File: src/rtl/dirg_pkg.sv
package dirg_pkg;

    typedef enum logic [1:0] {
        OP_READ  = 2'd0,
        OP_WRITE = 2'd1,
        OP_WBACK = 2'd2,
        OP_EVICT = 2'd3
    } dir_op_e;

    typedef enum logic [1:0] {
        CS_INV = 2'd0,
        CS_SHR = 2'd1,
        CS_MOD = 2'd2
    } coh_state_e;

    typedef enum logic [1:0] {
        FSM_IDLE = 2'd0,
        FSM_LOOK = 2'd1,
        FSM_RESP = 2'd2
    } fsm_e;

    typedef enum logic [1:0] {
        SRC_MISS   = 2'd0,
        SRC_REGION = 2'd1,
        SRC_LINE   = 2'd2
    } hit_src_e;

endpackage

File: src/rtl/mgdir_match.sv
module mgdir_match #(
    parameter int WAYS  = 8,
    parameter int TAG_W = 18,
    parameter int WAY_W = $clog2(WAYS)
) (
    input  logic [WAYS-1:0]             vld,
    input  logic [WAYS-1:0]             grain,
    input  logic [WAYS-1:0][TAG_W-1:0]  tags,
    input  logic [TAG_W-1:0]            line_tag,
    input  logic [TAG_W-1:0]            region_tag,
    output logic                        line_hit,
    output logic [WAY_W-1:0]            line_way,
    output logic                        region_hit,
    output logic [WAY_W-1:0]            region_way
);

    logic [WAYS-1:0] lh_vec;
    logic [WAYS-1:0] rh_vec;

    for (genvar w = 0; w < WAYS; w++) begin : g_cmp
        assign lh_vec[w] = vld[w] & ~grain[w] & (tags[w] == line_tag);
        assign rh_vec[w] = vld[w] &  grain[w] & (tags[w] == region_tag);
    end

    always_comb begin
        line_way   = '0;
        region_way = '0;
        for (int w = WAYS - 1; w >= 0; w--) begin
            if (lh_vec[w]) line_way   = WAY_W'(w);
            if (rh_vec[w]) region_way = WAY_W'(w);
        end
    end

    assign line_hit   = |lh_vec;
    assign region_hit = |rh_vec;

endmodule

File: src/rtl/mgdir_lru.sv
module mgdir_lru #(
    parameter int SETS  = 4,
    parameter int WAYS  = 8,
    parameter int SET_W = $clog2(SETS),
    parameter int WAY_W = $clog2(WAYS)
) (
    input  logic                        clk,
    input  logic                        rst_n,
    input  logic                        touch_en,
    input  logic [SET_W-1:0]            touch_set,
    input  logic [WAY_W-1:0]            touch_way,
    input  logic [SET_W-1:0]            rd_set,
    output logic [WAYS-1:0][WAY_W-1:0]  ages
);

    // Per set, the ages form a permutation of 0..WAYS-1; 0 is most recent.
    logic [SETS-1:0][WAYS-1:0][WAY_W-1:0] age_q;

    always_ff @(posedge clk) begin
        if (!rst_n) begin
            for (int s = 0; s < SETS; s++)
                for (int w = 0; w < WAYS; w++)
                    age_q[s][w] <= WAY_W'(WAYS - 1 - w);
        end else if (touch_en) begin
            for (int w = 0; w < WAYS; w++) begin
                if (WAY_W'(w) == touch_way)
                    age_q[touch_set][w] <= '0;
                else if (age_q[touch_set][w] < age_q[touch_set][touch_way])
                    age_q[touch_set][w] <= age_q[touch_set][w] + 1'b1;
            end
        end
    end

    assign ages = age_q[rd_set];

endmodule

File: src/rtl/mgdir_victim.sv
module mgdir_victim #(
    parameter int WAYS  = 8,
    parameter int WAY_W = $clog2(WAYS)
) (
    input  logic [WAYS-1:0]             vld,
    input  logic [WAYS-1:0][WAY_W-1:0]  ages,
    input  logic                        excl_en,
    input  logic [WAY_W-1:0]            excl_way,
    output logic [WAY_W-1:0]            vic_way,
    output logic                        need_evict
);

    logic             have_free;
    logic             have_pick;
    logic [WAY_W-1:0] best_age;

    always_comb begin
        have_free = 1'b0;
        have_pick = 1'b0;
        best_age  = '0;
        vic_way   = '0;
        for (int w = WAYS - 1; w >= 0; w--) begin
            if (!vld[w]) begin
                have_free = 1'b1;
                vic_way   = WAY_W'(w);
            end
        end
        if (!have_free) begin
            for (int w = 0; w < WAYS; w++) begin
                if (!(excl_en && excl_way == WAY_W'(w)) &&
                    (!have_pick || ages[w] > best_age)) begin
                    have_pick = 1'b1;
                    best_age  = ages[w];
                    vic_way   = WAY_W'(w);
                end
            end
        end
    end

    assign need_evict = ~have_free;

endmodule

File: src/rtl/mgdir_set_ctrl.sv
module mgdir_set_ctrl
    import dirg_pkg::*;
#(
    parameter int LINE_AW      = 20,
    parameter int NODES        = 16,
    parameter int WAYS         = 8,
    parameter int SETS         = 4,
    parameter int REGION_LINES = 16
) (
    input  logic                       clk,
    input  logic                       rst_n,
    input  logic                       req_valid,
    output logic                       req_ready,
    input  logic [1:0]                 req_op,
    input  logic [LINE_AW-1:0]         req_line,
    input  logic [$clog2(NODES)-1:0]   req_node,
    output logic                       resp_valid,
    output logic [1:0]                 resp_src,
    output logic [NODES-1:0]           resp_line_inv,
    output logic                       resp_fwd_valid,
    output logic [$clog2(NODES)-1:0]   resp_fwd_node,
    output logic                       resp_vic_valid,
    output logic                       resp_vic_region,
    output logic [LINE_AW-1:0]         resp_vic_line,
    output logic [NODES-1:0]           resp_vic_inv
);

    localparam int NODE_W = $clog2(NODES);
    localparam int WAY_W  = $clog2(WAYS);
    localparam int SET_W  = $clog2(SETS);
    localparam int OFF_W  = $clog2(REGION_LINES);
    localparam int TAG_W  = LINE_AW - SET_W;
    localparam int HI_W   = LINE_AW - SET_W - OFF_W;

    // ---------------- state machine ----------------
    fsm_e state_q, state_d;

    always_ff @(posedge clk) begin
        if (!rst_n) state_q <= FSM_IDLE;
        else        state_q <= state_d;
    end

    always_comb begin
        state_d = state_q;
        unique case (state_q)
            FSM_IDLE: if (req_valid) state_d = FSM_LOOK;
            FSM_LOOK: state_d = FSM_RESP;
            FSM_RESP: state_d = FSM_IDLE;
            default:  state_d = FSM_IDLE;
        endcase
    end

    assign req_ready = (state_q == FSM_IDLE);

    // ---------------- captured request ----------------
    dir_op_e             op_q;
    logic [LINE_AW-1:0]  line_q;
    logic [NODE_W-1:0]   node_q;

    always_ff @(posedge clk) begin
        if (!rst_n) begin
            op_q   <= OP_READ;
            line_q <= '0;
            node_q <= '0;
        end else if (req_valid && req_ready) begin
            op_q   <= dir_op_e'(req_op);
            line_q <= req_line;
            node_q <= req_node;
        end
    end

    logic [SET_W-1:0] set_q;
    logic [HI_W-1:0]  hi_q;
    logic [TAG_W-1:0] line_tag, region_tag;
    logic [NODES-1:0] req_bit;

    assign set_q      = line_q[OFF_W+SET_W-1:OFF_W];
    assign hi_q       = line_q[LINE_AW-1:OFF_W+SET_W];
    assign line_tag   = {hi_q, line_q[OFF_W-1:0]};
    assign region_tag = {hi_q, {OFF_W{1'b0}}};
    assign req_bit    = NODES'(1) << node_q;

    // ---------------- entry storage ----------------
    logic [SETS-1:0][WAYS-1:0]             e_vld, e_grain;
    logic [SETS-1:0][WAYS-1:0][TAG_W-1:0]  e_tag;
    logic [SETS-1:0][WAYS-1:0][1:0]        e_st;
    logic [SETS-1:0][WAYS-1:0][NODES-1:0]  e_shr;

    logic [WAYS-1:0]             s_vld, s_grain;
    logic [WAYS-1:0][TAG_W-1:0]  s_tag;
    logic [WAYS-1:0][1:0]        s_st;
    logic [WAYS-1:0][NODES-1:0]  s_shr;

    assign s_vld   = e_vld[set_q];
    assign s_grain = e_grain[set_q];
    assign s_tag   = e_tag[set_q];
    assign s_st    = e_st[set_q];
    assign s_shr   = e_shr[set_q];

    // ---------------- lookup, recency, victim ----------------
    logic             l_hit, r_hit;
    logic [WAY_W-1:0] l_way, r_way;
    logic [WAYS-1:0][WAY_W-1:0] ages;
    logic [WAY_W-1:0] vic_way;
    logic             need_evict;
    logic             touch_en;
    logic [WAY_W-1:0] touch_way;

    mgdir_match #(.WAYS(WAYS), .TAG_W(TAG_W), .WAY_W(WAY_W)) u_match (
        .vld(s_vld), .grain(s_grain), .tags(s_tag),
        .line_tag(line_tag), .region_tag(region_tag),
        .line_hit(l_hit), .line_way(l_way),
        .region_hit(r_hit), .region_way(r_way)
    );

    mgdir_lru #(.SETS(SETS), .WAYS(WAYS), .SET_W(SET_W), .WAY_W(WAY_W)) u_lru (
        .clk(clk), .rst_n(rst_n),
        .touch_en(touch_en), .touch_set(set_q), .touch_way(touch_way),
        .rd_set(set_q), .ages(ages)
    );

    // A matching region is never the victim of its own exception line.
    mgdir_victim #(.WAYS(WAYS), .WAY_W(WAY_W)) u_victim (
        .vld(s_vld), .ages(ages),
        .excl_en(r_hit), .excl_way(r_way),
        .vic_way(vic_way), .need_evict(need_evict)
    );

    function automatic logic [NODE_W-1:0] owner_of(input logic [NODES-1:0] v);
        owner_of = '0;
        for (int i = NODES - 1; i >= 0; i--)
            if (v[i]) owner_of = NODE_W'(i);
    endfunction

    function automatic logic [LINE_AW-1:0] base_line(input logic [TAG_W-1:0] t,
                                                     input logic [SET_W-1:0] s);
        return {t[TAG_W-1:OFF_W], s, t[OFF_W-1:0]};
    endfunction

    // ---------------- decision ----------------
    logic              wr_en, wr_vld, wr_grain, alloc;
    logic [WAY_W-1:0]  wr_way;
    logic [TAG_W-1:0]  wr_tag;
    logic [1:0]        wr_st;
    logic [NODES-1:0]  wr_shr;
    hit_src_e          d_src;
    logic [NODES-1:0]  d_inv, d_vic_inv;
    logic              d_fwd, d_vic, d_vic_reg;
    logic [NODE_W-1:0] d_fwd_node;
    logic [LINE_AW-1:0] d_vic_line;

    always_comb begin
        wr_en = 1'b0; wr_way = vic_way; wr_vld = 1'b1; wr_grain = 1'b0;
        wr_tag = line_tag; wr_st = CS_SHR; wr_shr = req_bit;
        touch_en = 1'b0; touch_way = vic_way; alloc = 1'b0;
        d_src = SRC_MISS; d_inv = '0; d_fwd = 1'b0; d_fwd_node = '0;
        d_vic = 1'b0; d_vic_reg = 1'b0; d_vic_line = '0; d_vic_inv = '0;
        if (state_q == FSM_LOOK) begin
            if (l_hit) begin
                d_src = SRC_LINE;
                wr_way = l_way; wr_tag = s_tag[l_way];
                wr_st = s_st[l_way]; wr_shr = s_shr[l_way]; touch_way = l_way;
                unique case (op_q)
                    OP_READ: begin
                        touch_en = 1'b1;
                        if (s_st[l_way] == CS_MOD && s_shr[l_way] != req_bit) begin
                            d_fwd = 1'b1; d_fwd_node = owner_of(s_shr[l_way]);
                            wr_en = 1'b1; wr_st = CS_SHR; wr_shr = s_shr[l_way] | req_bit;
                        end else if (s_st[l_way] != CS_MOD) begin
                            wr_en = 1'b1; wr_shr = s_shr[l_way] | req_bit;
                        end
                    end
                    OP_WRITE: begin
                        touch_en = 1'b1; wr_en = 1'b1;
                        d_inv = s_shr[l_way] & ~req_bit;
                        wr_st = CS_MOD; wr_shr = req_bit;
                    end
                    OP_WBACK: begin
                        touch_en = 1'b1; wr_en = 1'b1;
                        wr_shr = s_shr[l_way] & ~req_bit;
                        wr_vld = |(s_shr[l_way] & ~req_bit);
                    end
                    OP_EVICT: begin
                        wr_en = 1'b1; wr_vld = 1'b0;
                        d_vic = 1'b1; d_vic_reg = 1'b0;
                        d_vic_line = base_line(s_tag[l_way], set_q);
                        d_vic_inv = s_shr[l_way];
                    end
                    default: ;
                endcase
            end else if (r_hit) begin
                d_src = SRC_REGION;
                wr_way = r_way; wr_grain = 1'b1; wr_tag = s_tag[r_way];
                wr_st = s_st[r_way]; wr_shr = s_shr[r_way]; touch_way = r_way;
                unique case (op_q)
                    OP_READ: begin
                        touch_en = 1'b1;
                        if (s_st[r_way] == CS_MOD && s_shr[r_way] != req_bit) begin
                            alloc = 1'b1; wr_en = 1'b1; wr_way = vic_way; touch_way = vic_way;
                            wr_grain = 1'b0; wr_tag = line_tag; wr_st = CS_SHR;
                            wr_shr = s_shr[r_way] | req_bit;
                            d_fwd = 1'b1; d_fwd_node = owner_of(s_shr[r_way]);
                        end else if (s_st[r_way] != CS_MOD) begin
                            wr_en = 1'b1; wr_shr = s_shr[r_way] | req_bit;
                        end
                    end
                    OP_WRITE: begin
                        touch_en = 1'b1; wr_en = 1'b1;
                        if (s_shr[r_way] == req_bit) begin
                            wr_st = CS_MOD;
                        end else begin
                            alloc = 1'b1; wr_way = vic_way; touch_way = vic_way;
                            wr_grain = 1'b0; wr_tag = line_tag; wr_st = CS_MOD;
                            wr_shr = req_bit; d_inv = s_shr[r_way] & ~req_bit;
                        end
                    end
                    OP_WBACK: ;
                    OP_EVICT: begin
                        wr_en = 1'b1; wr_vld = 1'b0;
                        d_vic = 1'b1; d_vic_reg = 1'b1;
                        d_vic_line = base_line(s_tag[r_way], set_q);
                        d_vic_inv = s_shr[r_way];
                    end
                    default: ;
                endcase
            end else if (op_q == OP_READ || op_q == OP_WRITE) begin
                alloc = 1'b1; wr_en = 1'b1; touch_en = 1'b1;
                wr_grain = 1'b1; wr_tag = region_tag; wr_shr = req_bit;
                wr_st = (op_q == OP_WRITE) ? CS_MOD : CS_SHR;
            end
            if (alloc && need_evict) begin
                d_vic = 1'b1; d_vic_reg = s_grain[vic_way];
                d_vic_line = base_line(s_tag[vic_way], set_q);
                d_vic_inv = s_shr[vic_way];
            end
        end
    end

    always_ff @(posedge clk) begin
        if (!rst_n) begin
            e_vld <= '0; e_grain <= '0; e_tag <= '0; e_st <= '0; e_shr <= '0;
        end else if (wr_en) begin
            e_vld[set_q][wr_way]   <= wr_vld;
            e_grain[set_q][wr_way] <= wr_grain;
            e_tag[set_q][wr_way]   <= wr_tag;
            e_st[set_q][wr_way]    <= wr_vld ? wr_st : CS_INV;
            e_shr[set_q][wr_way]   <= wr_shr;
        end
    end

    // ---------------- outputs ----------------
    always_ff @(posedge clk) begin
        if (!rst_n) begin
            resp_valid <= 1'b0; resp_src <= SRC_MISS; resp_line_inv <= '0;
            resp_fwd_valid <= 1'b0; resp_fwd_node <= '0;
            resp_vic_valid <= 1'b0; resp_vic_region <= 1'b0;
            resp_vic_line <= '0; resp_vic_inv <= '0;
        end else if (state_q == FSM_LOOK) begin
            resp_valid <= 1'b1; resp_src <= d_src; resp_line_inv <= d_inv;
            resp_fwd_valid <= d_fwd; resp_fwd_node <= d_fwd_node;
            resp_vic_valid <= d_vic; resp_vic_region <= d_vic_reg;
            resp_vic_line <= d_vic_line; resp_vic_inv <= d_vic_inv;
        end else begin
            resp_valid <= 1'b0; resp_line_inv <= '0;
            resp_fwd_valid <= 1'b0; resp_vic_valid <= 1'b0;
        end
    end

endmodule

File: config.mk
export PLATFORM = sky130hd
export DESIGN_NAME = mgdir_set_ctrl
export DESIGN_NICKNAME = d
export VERILOG_FILES = /design/src/rtl/dirg_pkg.sv /design/src/rtl/mgdir_match.sv /design/src/rtl/mgdir_lru.sv /design/src/rtl/mgdir_victim.sv /design/src/rtl/mgdir_set_ctrl.sv
export SDC_FILE = /design/constraint.sdc
export NUM_CORES = 2
export LEC_CHECK = 0
export CORE_ASPECT_RATIO = 1.75
export CORE_MARGIN = 2
export CORE_UTILIZATION = 50
export CTS_BUF_LIST = sky130_fd_sc_hd__clkbuf_2
export CTS_CLUSTER_DIAMETER = 60
export DETAILED_ROUTE_END_ITERATION = 16
export DONT_BUFFER_PORTS = 1
export GPL_TIMING_DRIVEN = 0
export PLACE_DENSITY = 0.68
export SKIP_LAST_GASP = 1
export SLEW_MARGIN = 5
export SYNTH_ARGS = -nofsm -noshare
export SYNTH_HDL_FRONTEND = slang
export SYNTH_SLANG_ARGS = --single-unit
File: constraint.sdc
create_clock -name clk -period 16.7 [get_ports clk]
set_input_delay 0.835 -clock clk [delete_from_list [all_inputs] [get_ports clk]]
set_output_delay 0.835 -clock clk [all_outputs]
set_load 0.02 [all_outputs]
==> qor.csv, run 1 <==
metric,value,unit
synth_cell_type_count,94,
synth_area_per_cell,8.68,µm²
numCtsBuffers,324,
yosysSeqAreaShare,39.2,%
stop_stage,5_1_grt,
synth_cells,8257,
port_buffers,0,
netlist_area,71600,µm²
grt_pass1_vias,89500,
ctsLongestPathBuffers,4,
ys_warn_count,0,
grt_pass1_wl,828,mm
cts_root_buffer,clkbuf_2,
synth_nets,8387,
die-width,290,µm
ys.flop_type,dfxtp_1,
pin_count,92,
grt_overflow_total,1426,
ys_async_sr_fraction,0,%
core.rowCount,183,
htree_num_levels,5,
synth-edff-count,0,
ys_ff_latch,1402,
initial_utilization,50.4,%
place_congestion,1.17,
numClockSinks,1402,
grt.total_usage,77.5,%
tool.error,[ERROR GRT-0116] Global routing finished with congestion. Check the congestion regions in the DRC Viewer.,
place_hpwl,365,mm
status,stopped before the end,
grt_max_degree,20,
post-place-ws,-5000,ps
die-height,505,µm
## metrics by stage
step,cells,utilization [%],hold WS [ps],setup TNS [ps],area [µm²]
after floorplan,8257,-,429,0,71600
after global placement,10100,52.0,435,-7216270,74000
after detailed placement,10100,52.2,443,-5605730,74300
after CTS,10700,54.8,9.08,0,77900
## kinds of logic after synthesis
family | after synthesis | synth area share (%)
buffers and inverters | 904 | 5.20
DFF | 1402 | 39.2
xor gates and xnor gates | 152 | 1.87
AOI/OAI and AO/OA | 2520 | 20.9
muxes | 813 | 17.2
and+or+nand+nor | 2365 | 13.9
adders and majority gates | 101 | 1.76
## timing repair
action	4_1_cts
setup endpoints to repair	1347
resized for setup	72
hold buffers	53
endpoints found under the hold margin	37
buffers inserted	3
pin swaps	2
## cells in the mapped netlist, drive strengths merged (65+ instances only)
cell type	instances	area, µm²
o22ai	83	526
inv	81	304
xnor2	138	1220
o211ai	83	623
ha	101	1260
buf	207	1110
nor2	701	2650
mux2i	421	4210
o21ai	706	3540
a21oi	991	4970
mux2	65	732
nor2b	93	582
mux4	327	7360
nand4	71	450
clkbuf	616	2310
dfxtp	1402	28100
nand3	139	711
a211oi	299	2250
nand2	1198	4500
## per-layer routing
| metal | overflow | global-route usage (%) |
|---|---|---|
| met5 | 0 | 20.7 |
| met4 | 620 | 82.4 |
| met3 | 11 | 58.7 |
| met2 | 786 | 95.7 |
| met1 | 9 | 76.9 |
==> run 2: changes to the inputs <==
--- a/config.mk
+++ b/config.mk
@@ -5,15 +5,12 @@
 export SDC_FILE = /design/constraint.sdc
 export NUM_CORES = 2
 export LEC_CHECK = 0
-export CORE_ASPECT_RATIO = 1.75
 export CORE_MARGIN = 2
-export CORE_UTILIZATION = 50
-export CTS_BUF_LIST = sky130_fd_sc_hd__clkbuf_2
-export CTS_CLUSTER_DIAMETER = 60
+export CORE_UTILIZATION = 35
 export DETAILED_ROUTE_END_ITERATION = 16
 export DONT_BUFFER_PORTS = 1
 export GPL_TIMING_DRIVEN = 0
-export PLACE_DENSITY = 0.68
+export PLACE_DENSITY_LB_ADDON = 0.15
 export SKIP_LAST_GASP = 1
 export SLEW_MARGIN = 5
 export SYNTH_ARGS = -nofsm -noshare
==> run 2 against run 1 <==
Compared with the run above:
- the flow now finishes, with violations (capacitance limit, slew limit)
- synthesized cell count stayed put
- synthesized area stayed put
==> qor.csv, run 2 <==
metric,value,unit,change
reg_top3,"e_tag (576), e_shr (512), u_lru.age_q (96)",,
path_clk_slew,60,ps,
max_stage_delay,900,ps,
ys_ff_latch,1402,,unchanged
cts_hold_buf,0,,was 53
clock_latency,900,ps,
numCtsBuffers,161,,was 324
tightest_slew,1630,ps,
largest_reg_flops,576,,
via_per_inst,6.57,,
vias,74200,,
min_period,16310,ps,
cts_tree,done,,
wl_per_cell,41.2,µm,
drt-pass1-iter-count,6,,
numClockSinks,1402,,unchanged
drcViolationCount,0,,
regMostFlops,e_tag,,
antenna_found_initial,46,,
multi_input_area,40200,µm²,
die-width,456,µm,was 290 µm
core.rowCount,166,,was 183
worstSetupPathType,reg -> reg,,
p_per_area,112,nW/µm²,
drtIter0Drc,12300,,
htree_num_levels,4,,was 5
maxSlewViolCount,97,,
place_inst,11000,,was 10100
max_slew_margin,-8.92,%,
ys.flop_type,dfxtp_1,,unchanged
ir_drop,0.000120,V,
initial_utilization,35.1,%,was 50.4%
endpoint_kind,flip-flop,,
hold_viol_final,0,,
cts_root_buffer,clkbuf_16,,was clkbuf_2
p_leak,27.2,nW,
final_common_cell,dfxtp_1,,
wirelength,465,mm,
status,finished with violations,,was stopped before the end
syn_to_final_growth,13.7,%,
synth_area_per_cell,8.68,µm²,unchanged
synth-edff-count,0,,unchanged
fmax,61.3,MHz,
yosys-top-cells-count,"dfxtp_1 (1402), nand2_1 (1197), a21oi_1 (987), nor2_1 (695), o21ai_0 (681)",,unchanged
grt.total_usage,43.1,%,
r2r-start,line_q[5]$_SDFFE_PN0P_,,
ys_async_sr_fraction,0,%,unchanged
yosysSeqAreaShare,39.2,%,unchanged
cp_data_arrival_time,17130,ps,
synth_top_area_share,39.2,%,unchanged
place_hpwl,360,mm,was 365 mm
synth_cell_type_count,94,,unchanged
port_buffers,0,,unchanged
pin_count,92,,unchanged
cp.required,17520,ps,
hold_start,req_line[13],,
netlist_area,71600,µm²,unchanged
place_congestion,1.09,,was 1.17
synthTopCellsByArea,"dfxtp_1 (39%), mux4_2 (10%), a21oi_1 (6.9%), nand2_1 (6.3%), mux2i_1 (5.9%)",,unchanged
grt_max_degree,20,,
clock_skew,56.7,ps,
critPathLaunchType,flip-flop,,
grt_pass1_vias,67800,,
rsz0062_at_grt,false,,
ant_nets,0,,
synth_nets,8387,,unchanged
synth_cells,8257,,unchanged
grt_pass1_wl,613,mm,
crit_top_cell,ha_1,,
grt_overflow_total,0,,
cp_max_fo,19,,
fp.dieArea,208000,µm²,
nets,8586,,
yosys.area.top_type,dfxtp_1,,unchanged
period_share,97.7,%,
yosys.cell_count.top_type,dfxtp_1,,unchanged
r2r_slack,390,ps,
utilization,39.9,%,
hp-class,in -> reg,,
layout.cells.non_filler,11300,,
final_cell_area,81500,µm²,
core-area,204000,µm²,
ys_warn_count,0,,unchanged
seq_area,28100,µm²,
final_cell_mix,"dfxtp_1 (1402), nand2_1 (1196), a21oi_1 (982)",,
drv_cap,13,,
setup_viol,0,,
fill_cells,20800,,
placed_cell_area,75300,µm²,was 74300 µm²
drive_gt1_share,12.4,%,
die-height,456,µm,was 505 µm
crit_start,line_q[5]$_SDFFE_PN0P_,,
ctsLongestPathBuffers,3,,was 4
failed_checks,"capacitance limit, slew limit",,
slowest_stage,o221ai_1,,
-- run 2: metal layers --
layer / vias to the layer above / GRT usage [%] / share of wire [%]
met1: 37800 / 58.4 / 41
met4: 10 / 21.6 / 5.9
li1: 30200 / - / -
met5: - / 0 / 0.046
met3: 942 / 15.0 / 13
met2: 5285 / 60.2 / 40
-- run 2: final timing paths --
path                                         end  cells after the start
setup / recovery  resp_vic_line[13]$_SDFFE_PN0P_                     63
hold / removal           line_q[13]$_SDFFE_PN0P_                      2
setup reg to reg  resp_vic_line[13]$_SDFFE_PN0P_                     63
hold reg to reg          e_tag[375]$_SDFFE_PN0P_                      2
-- run 2: layout make-up --
class	count	area share, %
Inverter	81	0.373
Tap cell	2688	4.13
Clock buffer	239	5.72
Sequential cell	1402	34.5
Timing Repair Buffer	42	0.490
Buffer	817	4.69
Antenna cell	19	0.0584
Clock inverter	45	0.777
Multi-Input combinational cell	5951	49.3
-- run 2: critical path: cells and delay by family, from the launching register on --
family	cells	cell delay, ps
adders and majority gates	6	1710
DFF	1	310
AOI/OAI and AO/OA	27	5260
muxes	4	1580
and+or+nand+nor	7	870
buffers and inverters	19	6260
-- run 2: where the power goes --
| part | total (W) | internal, W | switching, W |
|---|---|---|---|
| Combinational | 0.00204 | 0.000623 | 0.00142 |
| Clock | 0.00366 | 0.00203 | 0.00163 |
| Sequential | 0.00341 | 0.00338 | 0.0000293 |
-- run 2: per-stage QoR --
| step | TNS, ps | setup WS, ps | hold WS [ps] | total power, W |
|---|---|---|---|---|
| after global routing | 0 | 10.3 | 86.6 | 0.00929 |
| after floorplan | 0 | 1610 | 429 | 0.00457 |
| after CTS | 0 | 3.10 | 68.9 | 0.00894 |
| final | 0 | 391 | 103 | 0.00911 |
| after detailed placement | -6203130 | -5390 | 443 | 0.00531 |
| after global placement | -7862270 | -7020 | 435 | 0.00530 |
-- run 2: what timing repair did --
item	CTS	global route
pin swaps	7	3
gates resized for setup	138	82
setup endpoints to repair	1347	1347
buffers inserted	10	14
endpoints found under the hold margin	0	0
-- run 2: kinds of logic after synthesis --
logic type | synth area share, %
fa+ha+maj | 1.76
flops | 39.2
buf+inv | 5.20
compound gates | 20.9
mux | 17.2
xor+xnor | 1.87
simple gates | 13.9
No activity file was read; power rests on OpenSTA's default activity.
